==> config.mk <==
export PLATFORM = sky130hd
export DESIGN_NAME = seg_addr_gen
export DESIGN_NICKNAME = d
export VERILOG_FILES = /design/src/rtl/seg_pkg.sv /design/src/rtl/seg_regfile.sv /design/src/rtl/seg_select.sv /design/src/rtl/seg_adder.sv /design/src/rtl/seg_addr_gen.sv
export SDC_FILE = /design/constraint.sdc
export NUM_CORES = 1
export LEC_CHECK = 0
export CORE_UTILIZATION = 45
export CTS_CLUSTER_DIAMETER = 150
export DETAILED_ROUTE_END_ITERATION = 8
export PLACE_DENSITY = 0.72
export SLEW_MARGIN = 30
export SYNTH_ARGS = -nofsm -noshare
export SYNTH_HDL_FRONTEND = slang
export SYNTH_HIERARCHICAL = 1
export SYNTH_SLANG_ARGS = --single-unit
==> constraint.sdc <==
create_clock -name clk -period 7.3 [get_ports clk]
set_input_delay 0.73 -clock clk [delete_from_list [all_inputs] [get_ports clk]]
set_output_delay 0.73 -clock clk [all_outputs]
set_load 0.02 [all_outputs]
==> src/rtl/seg_pkg.sv <==
package seg_pkg;
  localparam int NUM_SEG = 4;

  typedef enum logic [1:0] {
    SEG_CS = 2'd0,
    SEG_SS = 2'd1,
    SEG_DS = 2'd2,
    SEG_ES = 2'd3
  } seg_id_e;

  typedef enum logic [1:0] {
    ACC_FETCH  = 2'd0,
    ACC_STACK  = 2'd1,
    ACC_DATA   = 2'd2,
    ACC_STRDST = 2'd3
  } acc_kind_e;

  // Access types whose segment is fixed and refuses an override
  function automatic logic kind_is_pinned(acc_kind_e k);
    return k != ACC_DATA;
  endfunction
endpackage

==> src/rtl/seg_regfile.sv <==
module seg_regfile
  import seg_pkg::*;
#(
  parameter int SEG_W = 16,
  parameter logic [SEG_W-1:0] RESET_CS = 16'hFFFF
) (
  input  logic                            clk,
  input  logic                            rst_n,
  input  logic                            far_xfer,
  input  logic [SEG_W-1:0]                far_seg,
  input  logic                            ld_valid,
  input  logic [1:0]                      ld_target,
  input  logic [SEG_W-1:0]                ld_value,
  output logic [NUM_SEG-1:0][SEG_W-1:0]   seg_q
);

  for (genvar g = 0; g < NUM_SEG; g++) begin : g_seg
    localparam logic [SEG_W-1:0] RST_VAL = (g == int'(SEG_CS)) ? RESET_CS : '0;
    logic             wr_en;
    logic [SEG_W-1:0] wr_data;

    if (g == int'(SEG_CS)) begin : g_code
      // code segment: only far transfers, plain loads are refused
      assign wr_en   = far_xfer;
      assign wr_data = far_seg;
    end else begin : g_other
      assign wr_en   = ld_valid && (ld_target == 2'(g));
      assign wr_data = ld_value;
    end

    always_ff @(posedge clk) begin
      if (!rst_n)     seg_q[g] <= RST_VAL;
      else if (wr_en) seg_q[g] <= wr_data;
    end
  end

endmodule

==> src/rtl/seg_select.sv <==
module seg_select
  import seg_pkg::*;
(
  input  logic [1:0] kind,
  input  logic       ovr_valid,
  input  logic [1:0] ovr_seg,
  output seg_id_e    sel,
  output logic       dropped
);

  acc_kind_e k;
  assign k = acc_kind_e'(kind);

  always_comb begin
    unique case (k)
      ACC_FETCH:  sel = SEG_CS;
      ACC_STACK:  sel = SEG_SS;
      ACC_STRDST: sel = SEG_ES;
      default:    sel = ovr_valid ? seg_id_e'(ovr_seg) : SEG_DS;
    endcase
    dropped = ovr_valid && kind_is_pinned(k);
  end

endmodule

==> src/rtl/seg_adder.sv <==
module seg_adder #(
  parameter int SEG_W = 16,
  parameter int OFF_W = 16,
  parameter int SHIFT = 4,
  localparam int ADDR_W = SEG_W + SHIFT
) (
  input  logic [SEG_W-1:0]  seg,
  input  logic [OFF_W-1:0]  off,
  output logic [ADDR_W-1:0] addr
);

  logic [ADDR_W-1:0] base;
  logic [ADDR_W-1:0] off_ext;

  assign base    = {seg, {SHIFT{1'b0}}};
  assign off_ext = {{(ADDR_W-OFF_W){1'b0}}, off};
  // same-width sum: carry out of the top bit is dropped
  assign addr    = base + off_ext;

endmodule

==> src/rtl/seg_addr_gen.sv <==
module seg_addr_gen
  import seg_pkg::*;
#(
  parameter int SEG_W = 16,
  parameter int OFF_W = 16,
  parameter int SHIFT = 4,
  parameter logic [SEG_W-1:0] RESET_CS = 16'hFFFF,
  localparam int ADDR_W = SEG_W + SHIFT
) (
  input  logic              clk,
  input  logic              rst_n,
  input  logic              req_valid,
  input  logic [1:0]        req_kind,
  input  logic [OFF_W-1:0]  req_offset,
  input  logic              ovr_valid,
  input  logic [1:0]        ovr_seg,
  input  logic              far_xfer,
  input  logic [SEG_W-1:0]  far_seg,
  input  logic              ld_valid,
  input  logic [1:0]        ld_target,
  input  logic [SEG_W-1:0]  ld_value,
  output logic              addr_valid,
  output logic [ADDR_W-1:0] phys_addr,
  output logic [1:0]        seg_used,
  output logic              ovr_ignored
);

  logic [NUM_SEG-1:0][SEG_W-1:0] seg_q;
  seg_id_e                       sel;
  logic                          dropped;
  logic [ADDR_W-1:0]             raw_addr;

  seg_regfile #(.SEG_W(SEG_W), .RESET_CS(RESET_CS)) u_regs (
    .clk       (clk),
    .rst_n     (rst_n),
    .far_xfer  (far_xfer),
    .far_seg   (far_seg),
    .ld_valid  (ld_valid),
    .ld_target (ld_target),
    .ld_value  (ld_value),
    .seg_q     (seg_q)
  );

  seg_select u_sel (
    .kind      (req_kind),
    .ovr_valid (ovr_valid),
    .ovr_seg   (ovr_seg),
    .sel       (sel),
    .dropped   (dropped)
  );

  seg_adder #(.SEG_W(SEG_W), .OFF_W(OFF_W), .SHIFT(SHIFT)) u_add (
    .seg  (seg_q[sel]),
    .off  (req_offset),
    .addr (raw_addr)
  );

  assign addr_valid  = req_valid;
  assign phys_addr   = req_valid ? raw_addr : '0;
  assign seg_used    = req_valid ? 2'(sel) : 2'd0;
  assign ovr_ignored = req_valid && dropped;

endmodule

# --- Word-level counts from Yosys, hierarchy flattened ---
# Index checks and enable logic that the tools add are counted.
totals:
  elab_cells: 24
  regBits: 64
  output_inout_bits: 24
  in_bits: 60
classes:
  n_lt_le_gt_ge: 1
  add_sub_neg: 1
  mux: 6
  eq_ne: 6
  reduce_logical: 6
op_table:
  columns: ["op", "count"]
  rows:
  - ["binary-select mux 16 bit (select 2 bit)", 1]
  - ["adder 20 x 16 -> 20 bit", 1]
  - ["2-to-1 mux 20 bit", 1]
  - ["2-to-1 mux 16 bit", 1]
  - ["equality test 2 bit (second input constant)", 3]
  - ["case mux 2 bit (3 select lines)", 1]
  - ["logical AND 1 bit", 5]
  - ["equality test 2 x 1 -> 1 bit (second input constant)", 2]
  - ["2-to-1 mux 2 bit", 2]
  - ["< comparator 2 x 3 -> 1 bit (second input constant)", 1]
  - ["zero test 2 bit", 1]
  - ["!= test 2 bit (second input constant)", 1]

# --- Depth between registers and ports, before layout ---
depth:
  word_depth: 6
  depth_mapped: 12
  depth_no_buf: 10

# --- Modules after synthesis ---
# Netlist, hierarchy kept.
by_module_without_submodules:
  columns: ["mod", "cells_per_inst", "area_each_um2", "seq_area_each_um2", "instances"]
  rows:
  - ["seg_regfile", 227, 2362.3, 1281.2, 1]
  - ["seg_adder", 108, 820.8, 0.0, 1]
  - ["seg_addr_gen", 46, 588.1, 0.0, 1]
  - ["seg_select", 6, 31.3, 0.0, 1]

# --- Worst setup path before layout ---
# No wires, ideal clock.
synth_path:
  kind: "input port to output port"
  startpoint: "in req_kind[1]"
  endpoint: "out phys_addr[14]"
  setup_slack_ns: 3.305
  required_ns: 6.570
  cell_stages: 11
  arrival_ns: 3.265
  cell_sequence: "nand3_1 > nand2_1 > buf_6 > mux4_1 > ha_1 > fa_1 > a21o_1 > a221oi_4 > o21ai_0 > xor2_1 > and2_1"
synth_via:
  elab_chain_cells: 6
  word_cells_on_any_way: 8
  cone_classes: "add/sub (1); eq/ne (2); mux (4); reduce/logical (1)"
synth_rtl:
  columns: ["item", "line", "text"]
  rows:
  - ["start: declaration", "seg_addr_gen.sv:13", "input logic [1:0] req_kind,"]
  - ["equality test 2 bit, or another cell as far along", "seg_select.sv:15", "unique case (k)"]
  - ["case mux 2 bit (3 select lines) *", "seg_select.sv:15", null]
  - ["via sel[0]", "seg_addr_gen.sv:29", "seg_id_e sel;"]
  - ["binary-select mux 16 bit (select 2 bit) *", "seg_addr_gen.sv:53", ".seg (seg_q[sel]),"]
  - ["2-to-1 mux 16 bit (not written as such) *", "seg_addr_gen.sv:53", null]
  - ["adder 20 x 16 -> 20 bit *", "seg_adder.sv:18", "assign addr = base + off_ext;"]
  - ["via raw_addr[14]", "seg_addr_gen.sv:31", "logic [ADDR_W-1:0] raw_addr;"]
  - ["2-to-1 mux 20 bit *", "seg_addr_gen.sv:59", "assign phys_addr = req_valid ? raw_addr : '0;"]
  - ["end: declaration", "seg_addr_gen.sv:23", "output logic [ADDR_W-1:0] phys_addr,"]
# The timed path passes the listed nets; every way through them passes the cells marked *. The select of a mux whose other input is x is not followed.

# --- Worst setup path after layout ---
layout_path:
  startpoint: "in ovr_valid"
  endpoint: "out phys_addr[14]"
layout_via:
  elab_chain_cells: 6
layout_rtl:
  columns: ["item", "line", "text"]
  rows:
  - ["start: declaration", "seg_addr_gen.sv:15", "input logic ovr_valid,"]
  - ["2-to-1 mux 2 bit", "seg_select.sv:19", "default: sel = ovr_valid ? seg_id_e'(ovr_seg) : SEG_DS;"]
  - ["case mux 2 bit (3 select lines)", "seg_select.sv:15", null]
  - ["via sel[0]", "seg_addr_gen.sv:29", null]
  - ["binary-select mux 16 bit (select 2 bit)", "seg_addr_gen.sv:53", null]
  - ["2-to-1 mux 16 bit (not written as such)", "seg_addr_gen.sv:53", null]
  - ["adder 20 x 16 -> 20 bit", "seg_adder.sv:18", null]
  - ["via raw_addr[14]", "seg_addr_gen.sv:31", null]
  - ["2-to-1 mux 20 bit", "seg_addr_gen.sv:59", null]
# The timed path passes the listed nets, and every way through them passes these cells. The select of a mux whose other input is x is not followed.

==> out/metrics.cfg <==
[flow_run]
max_cap_violations = 0

[finish]
drive_gt1_share_pct = 8.70
fin_util_pct = 58.4
largestRegisters = u_regs/seg_q x64
diodes = 0
multi_input_area_um2 = 2280
fill_cells = 702
largest_reg_flops = 64
final_nets = 528
syn_to_final_growth_pct = 26.3
seqCellArea_um2 = 1280
regMostFlops = u_regs/seg_q

[synthesis]
synth.distinct_cells = 46
yosysMostFrequentCell = nand2_1
avgSynthCellArea_um2 = 9.83
synth_edf_count = 0
ys.flop_type = dfxtp_1
netlist_top_cells_area = dfxtp_1 34%, mux2i_1 17%, nand2_1 8.7%, mux4_2 5.3%, mux4_1 4.8%
ys_seq_area_share_pct = 33.7
synth_area_leader_cell = dfxtp_1
synthTopCellsByCount = 88 x nand2_1, 64 x dfxtp_1, 64 x mux2i_1
syn_area_um2 = 3800
yosysWarnings = 6
syn_inst = 387
syn-num-nets = 460
ys_async_sr_fraction_pct = 0
synth_top_area_share_pct = 33.7
synth-seq-cells = 64

[drt]
post_drt_wl_per_cell_um = 14.8
ant_nets = 0
drt-total-wl_mm = 8.38
drtIter0Drc = 161
firstDrtPassIters = 4
vias = 2941
route.detailed.drc = 0
vias_per_cell = 5.21

[worst_setup_path]
critical_path_required_ns = 6.57
path_buf_inv = 3
cp.arrival_ns = 4.99
crit_fanout = 10
slowest_delay_ns = 0.59
critical_path.top_delay_family = buffers and inverters
path_class = primary input to primary output
slowest_stage = clkdlybuf4s50_1
start_kind = primary input
crit_top_cell = clkdlybuf4s50_1
path_cells = clkdlybuf4s50_1 > nand3_1 > nand2_1 > buf_4 > mux4_1 > ha_1 > fa_1 > a21o_1 > a221oi_4 > o21ai_0 > xor2_1 > and2_1 > clkdlybuf4s50_1
end_kind = primary output

[die]
io_pins = 84
die_w_um = 93.9
die_area_um2 = 8820
start_util_pct = 46.3
dieHeight_um = 93.9
coreArea_um2 = 8220
row_count = 33

[cts]
cts-root-buf = clkbuf_8
htree_levels = 3
cts.clk_slew.worst_paths_ns = 0.06
cts_resized = 0
hold_buffers = 0
clock_tree.buffer_depth = 2
clk-insertion-delay-late_ns = 0.33
tritoncts = yes
cts_buffers = 9
post_cts_buffers = 0
cts_sinks = 64

[global_routing]
antenna_found_initial = 0
grt_overflow = 0
grt_usage_pct = 20.2
grt_pass1_vias = 2852
grt_pass1_wl_mm = 13.6
grt_max_degree = 81

[pwr]
vdd_drop_max_uv = 118
powerDensity_nw_per_um2 = 204
power_leakage_nw = 2.08

[timing]
worstMarginPinSlew_ns = 0.748
hold_viol_final = 0
rsz0062_at_grt = no
drv_slew = 0
setup-violations-final = 0
hold_ws_ns = 0.456
fin_crit_ns = 5.72
fin_setup_tns_ns = 0
fin_crit_sh_pct = 78.3
finalWorstSetupSlack_ns = 1.58
finClkSkew_ns = 0
fmax_mhz = 175
maxSlewHeadroom_pct = 50.1

[placement]
dp_hpwl_mm = 6.16
place.gp.congestion = 0.801
pre_cts_slack_ns = 1.58
portBuffers = 83

[run_status]
status = completed

[min_path]
hp-class = flop to flop

## tightest hold or removal path: cells and delay by family (launching register included)
| family | cells | cell delay (ns) |
|---|---|---|
| flip-flops | 1 | 0.31 |
| AND/OR/NAND/NOR | 1 | 0.05 |
| multiplexers | 1 | 0.05 |
## report_power, final
part,total (mW),internal (mW),switching (mW)
combinational,0.252,0.129,0.122
sequential,0.372,0.364,0.00767
clock,0.356,0.224,0.132
total,0.979,0.717,0.262
## cell families (layout without fill, tap and decap cells)
family / after synthesis / count (layout) / share of synthesized area, %
and+or+nand+nor: 148 / 148 / 18.2
muxes: 80 / 80 / 27.0
DFF: 64 / 64 / 33.7
AOI/OAI and AO/OA: 37 / 37 / 8.16
buffers and inverters: 36 / 109 / 6.42
adders and majority gates: 13 / 13 / 4.48
xor gates and xnor gates: 9 / 9 / 2.07
## routing by layer
layer  GRT usage [%]  wire [um]  vias up
li1                -          -     1502
met4            9.23        123        0
met5               0          0        -
met2            34.6       4070       64
met1            24.7       3880     1366
met3            3.56        305        9
## cell usage in the layout, fill, tap and decap left out, types with 2 or more instances in the layout
master,count
nand2b_1,3
dfxtp_1,64
and2_1,24
clkinv_2,4
nand4_1,3
clkdlybuf4s50_1,81
o221ai_1,2
o211ai_1,3
mux4_1,7
mux4_2,9
buf_2,2
mux2i_1,64
bufinv_16,3
nor2_1,7
buf_4,4
o21ai_0,2
nor3_1,2
or3_1,3
clkbuf_8,9
a21oi_1,10
xnor2_1,6
xor2_1,3
nand3b_1,2
o2111a_1,2
o311ai_1,2
nand3_1,8
inv_1,6
a21o_1,5
ha_1,12
a211oi_1,2
nor3b_1,2
nand2_1,88
## layout make-up
type / instances / share of cell area (%)
clock buffers: 9 / 2.58
clock inverters: 7 / 2.29
inverters: 6 / 0.469
multi-input cells: 287 / 47.5
flip-flops and latches: 64 / 26.7
well taps: 105 / 2.74
repair buffers: 87 / 17.7
## path summary, 6_finish.rpt
kind	startpoint	endpoint	slack (ns)	depth (start not counted)
min reg2reg	u_regs/seg_q[18]	u_regs/seg_q[18]	0.46	2
min	u_regs/seg_q[18]	u_regs/seg_q[18]	0.46	2
max reg2reg	u_regs/seg_q[40]	u_regs/seg_q[40]	6.64	2
max	ovr_valid	phys_addr[14]	1.58	13
## metrics by stage
step / total power [mW] / std cells / cell area [um^2]
2_1_floorplan: 0.546 / 387 / 3800
3_3_place_gp: 0.627 / 549 / 4570
3_5_place_dp: 0.631 / 549 / 4560
4_1_cts: 0.987 / 565 / 4800
5_1_grt: 1.03 / 565 / 4800
6_report: 0.979 / 565 / 4800
No activity file was read; power rests on OpenSTA's default activity.
